$ cat config.mk
export PLATFORM = sky130hd
export DESIGN_NAME = flash_read_mux
export DESIGN_NICKNAME = d
export VERILOG_FILES = /design/src/rtl/rdmux_pkg.sv /design/src/rtl/rdmux_ctrl.sv /design/src/rtl/rdmux_dp.sv /design/src/rtl/flash_read_mux.sv
export SDC_FILE = /design/constraint.sdc
export NUM_CORES = 1
export LEC_CHECK = 0
export BUFFER_PORTS_ARGS = -buffer_cell sky130_fd_sc_hd__buf_2
export CAP_MARGIN = 40
export CORE_MARGIN = 1.5
export CORE_UTILIZATION = 37
export DETAILED_ROUTE_END_ITERATION = 12
export PLACE_DENSITY = 0.77
export SKIP_LAST_GASP = 1
export SLEW_MARGIN = 20
export SYNTH_ARGS = -nofsm -noshare
export SYNTH_HDL_FRONTEND = slang
export SYNTH_SLANG_ARGS = --single-unit
export TNS_END_PERCENT = 20
$ cat constraint.sdc
create_clock -name clk -period 2.2 [get_ports clk]
set_input_delay 0.66 -clock clk [delete_from_list [all_inputs] [get_ports clk]]
set_output_delay 0.66 -clock clk [all_outputs]
set_load 0.02 [all_outputs]
$ cat src/rtl/rdmux_pkg.sv
package rdmux_pkg;

  typedef enum logic [1:0] {
    SRC_ARRAY  = 2'd0,
    SRC_ID     = 2'd1,
    SRC_STATUS = 2'd2
  } rdSrc_e;

  typedef struct packed {
    logic   load;
    rdSrc_e src;
    logic   togBit;
  } rdCtl_t;

endpackage

$ cat src/rtl/rdmux_ctrl.sv
module rdmux_ctrl
  import rdmux_pkg::*;
(
  input  logic   clk,
  input  logic   rstN,
  input  logic   rdStrobe,
  input  logic   busy,
  input  logic   idMode,
  output rdCtl_t ctl
);

  logic toggleQ;

  // Held at zero while idle, so every commit starts from the same phase.
  always_ff @(posedge clk) begin
    if (!rstN)         toggleQ <= 1'b0;
    else if (!busy)    toggleQ <= 1'b0;
    else if (rdStrobe) toggleQ <= ~toggleQ;
  end

  always_comb begin
    ctl.load   = rdStrobe;
    ctl.togBit = toggleQ;
    if (busy)        ctl.src = SRC_STATUS;
    else if (idMode) ctl.src = SRC_ID;
    else             ctl.src = SRC_ARRAY;
  end

endmodule

$ cat src/rtl/rdmux_dp.sv
module rdmux_dp
  import rdmux_pkg::*;
#(
  parameter int ADDR_W = 18,
  parameter int DATA_W = 8,
  parameter logic [DATA_W-1:0] MFR_CODE = 8'hDA,
  parameter logic [DATA_W-1:0] DEV_CODE = 8'h45
) (
  input  logic              clk,
  input  logic              rstN,
  input  rdCtl_t            ctl,
  input  logic [ADDR_W-1:0] rdAddr,
  input  logic [DATA_W-1:0] arrData,
  input  logic [DATA_W-1:0] lastByte,
  input  logic              lockLow,
  input  logic              lockHigh,
  output logic [DATA_W-1:0] rdData
);

  localparam logic [ADDR_W-1:0] ADDR_MFR  = ADDR_W'(0);
  localparam logic [ADDR_W-1:0] ADDR_DEV  = ADDR_W'(1);
  localparam logic [ADDR_W-1:0] ADDR_LLO  = ADDR_W'(2);
  localparam logic [ADDR_W-1:0] ADDR_LHI  = {ADDR_W{1'b1}} - ADDR_W'(13);
  localparam logic [DATA_W-1:0] CODE_LOCK = {DATA_W{1'b1}};
  localparam logic [DATA_W-1:0] CODE_OPEN = {{(DATA_W-1){1'b1}}, 1'b0};

  logic [DATA_W-1:0] idByte;
  logic [DATA_W-1:0] statByte;
  logic [DATA_W-1:0] nextByte;

  always_comb begin
    unique case (rdAddr)
      ADDR_MFR: idByte = MFR_CODE;
      ADDR_DEV: idByte = DEV_CODE;
      ADDR_LLO: idByte = lockLow  ? CODE_LOCK : CODE_OPEN;
      ADDR_LHI: idByte = lockHigh ? CODE_LOCK : CODE_OPEN;
      default:  idByte = arrData;
    endcase
  end

  always_comb begin
    statByte             = '0;
    statByte[DATA_W-1]   = ~lastByte[DATA_W-1];
    statByte[DATA_W-2]   = ctl.togBit;
  end

  always_comb begin
    unique case (ctl.src)
      SRC_STATUS: nextByte = statByte;
      SRC_ID:     nextByte = idByte;
      default:    nextByte = arrData;
    endcase
  end

  always_ff @(posedge clk) begin
    if (!rstN)         rdData <= '0;
    else if (ctl.load) rdData <= nextByte;
  end

endmodule

$ cat src/rtl/flash_read_mux.sv
module flash_read_mux
  import rdmux_pkg::*;
#(
  parameter int ADDR_W = 18,
  parameter int DATA_W = 8
) (
  input  logic              clk,
  input  logic              rstN,
  input  logic              rdStrobe,
  input  logic [ADDR_W-1:0] rdAddr,
  input  logic [DATA_W-1:0] arrData,
  input  logic              busy,
  input  logic [DATA_W-1:0] lastByte,
  input  logic              lockLow,
  input  logic              lockHigh,
  input  logic              idMode,
  output logic [DATA_W-1:0] rdData
);

  rdCtl_t ctl;

  rdmux_ctrl u_ctrl (
    .clk      (clk),
    .rstN     (rstN),
    .rdStrobe (rdStrobe),
    .busy     (busy),
    .idMode   (idMode),
    .ctl      (ctl)
  );

  rdmux_dp #(
    .ADDR_W (ADDR_W),
    .DATA_W (DATA_W)
  ) u_dp (
    .clk      (clk),
    .rstN     (rstN),
    .ctl      (ctl),
    .rdAddr   (rdAddr),
    .arrData  (arrData),
    .lastByte (lastByte),
    .lockLow  (lockLow),
    .lockHigh (lockHigh),
    .rdData   (rdData)
  );

endmodule

==> reports/qor.csv <==
metric,value,unit
drt_wl_total,1680,um
cts_made_buffers,3,
syn_nets,119,
hold_class,reg2reg,
grt_pass1_vias,737,
synth_seq_cells,9,
die_y,43.0,um
end_kind,flop,
hpwl,1410,um
die_x,43.0,um
initial_core_util,0.393,
fp.dieArea,1850,um2
fin_ws,0.310,ns
setup_tns,0,ns
syn_inst,78,
vias_per_cell,5.67,
antenna_cells,0,
finalSetupViolCount,0,
final_core_util,0.555,
synth_edf_count,0,
place_ws,0.0628,ns
grt_usage,0.199,
io_buffers,41,
rsz0062_at_grt,no,
synth.top_cells.by_count,"dfxtp_1, nand4_1, nand2_1, nor2_1, inv_1",
p_leak,0.000389,uW
critical_path_arrival,2.06,ns
ant_nets,0,
firstDrtPassIters,4,
r2r_start,u_dp.rdData[2],
ctsHoldBuffers,0,
avgRoutedWirePerCell,12.2,um
synthArstFlopShare,0,
clkTransAtPathRegs,0.06,ns
worstPathRequired,2.37,ns
coreArea,1510,um2
cts_num_sinks,9,
multi_input_area,385,um2
seq_area_frac_synth,0.304,
powerDensity,474,nW/um2
yosysTopAreaCell,dfxtp_1,
gp_congestion,0.850,
hold_violations,0,
synth.area.top_cells,"dfxtp_1, nand4_1, nor4_1, nand2_1, nor2_1",
cp-startpoint,rdAddr[6],
tightest_slew,0.424,ns
area_growth,41.2,%
cts_setup_buffers,0,
fin_skew,0.000127,ns
seqCellArea,180,um2
period_needed,1.89,ns
htreeDepth,1,
grt_max_degree,15,
finalCritPeriodShare,0.859,
cp_max_fo,5,
cap_violations,0,
crit_type,in2reg,
antenna_found_initial,0,
drt-initial-drc-count,16,
holdCritStartpoint,u_dp.rdData[5],
num_vias,777,
cts_root_buffer,clkbuf_4,
synth.top_cell.area_share,0.304,
synth_ff_type,dfxtp_1,
slew_headroom,0.713,
cts_tree,done,
io_pins,49,
synth_cell_types,32,
grt_pass1_wl,2820,um
cts_buffer_depth,2,
status,"finished, final reports clean",
fillers,154,
drc,0,
clk_latency,0.26,ns
final_nets,163,
ys_warn_count,0,
slew_violations,0,
std_cell_rows,14,
final_layout_size_suffix_gt1_frac,0.397,
peakVddDrop,0.167,mV
avgSynthCellArea,7.59,um2
syn-cell-area,592,um2
grt-ovfl-total,0,
start_kind,input pin,
synth_most_common_cell,dfxtp_1,
cts_resized,0,
fmax,529,MHz
==> cells in the final DEF, fill, tap and decap left out, types with 2 or more instances in the layout <==
| cell type | n |
|---|---|
| buf_2 | 41 |
| dfxtp_1 | 9 |
| nand4_1 | 8 |
| nor2_1 | 6 |
| nand2_1 | 6 |
| inv_1 | 5 |
| nor4_1 | 4 |
| nand3_1 | 4 |
| o21ai_0 | 4 |
| nor2b_1 | 3 |
| a21oi_1 | 3 |
| clkbuf_4 | 3 |
| nand2b_1 | 2 |
| o211ai_1 | 2 |
| nor3_1 | 2 |
==> final cells by class <==
| type | count | share of cell area |
|---|---|---|
| clock buffers | 4 | 0.0314 |
| inverters | 5 | 0.0225 |
| multi-input cells | 62 | 0.461 |
| flip-flops and latches | 9 | 0.216 |
| well taps | 16 | 0.0240 |
| repair buffers | 41 | 0.246 |
==> worst paths after layout <==
path,to,slack [ns],depth (start not counted)
max,u_dp.rdData[2],0.31,6
min,u_dp.rdData[5],0.45,2
max reg2reg,u_dp.rdData[2],1.04,3
min reg2reg,u_dp.rdData[5],0.45,2
==> power by group <==
group,internal [uW],leakage [uW],switching [uW],total [uW]
clock,69.8,0.0000150,57.0,127
sequential,171,0.0000738,3.86,175
combinational,42.5,0.000300,51.6,94.1
total,284,0.000389,112,396
==> routing by layer <==
layer  vias to the layer above  part of all wire  global-route usage
met2                        36              0.52               0.348
met4                         0             0.012               0.109
met1                       350              0.40               0.230
met3                         2             0.064              0.0255
met5                         -                 0                   0
li1                        389                 -                   -
==> stage by stage <==
stage | hold WS (ns) | cells | area, um2 | power (uW)
5_1_grt | 0.495 | 137 | 836 | 420
3_3_place_gp | 0.434 | 133 | 810 | 270
3_5_place_dp | 0.444 | 133 | 810 | 272
2_1_floorplan | 0.520 | 78 | 592 | 221
4_1_cts | 0.454 | 137 | 836 | 400
6_report | 0.448 | 137 | 836 | 396
==> worst max-delay path, stage by stage <==
cell	delay, ns
buf_2	0.10
nor4_1	0.35
nand4_1	0.26
a21oi_1	0.29
o22ai_1	0.15
a221oi_2	0.24
==> cells by family after synthesis <==
| family | after synthesis | share of synthesized area |
|---|---|---|
| flip-flops | 9 | 0.304 |
| XOR/XNOR | 1 | 0.0148 |
| AND/OR/NAND/NOR | 42 | 0.408 |
| buffers and inverters | 7 | 0.0444 |
| AO/OA/AOI/OAI | 19 | 0.228 |
==> sequential cells by signal, summed over array words and instances (netlist names) <==
name / cells
u_ctrl.toggleQ: 1
u_dp.rdData: 8
No activity file was read; power rests on OpenSTA's default activity.
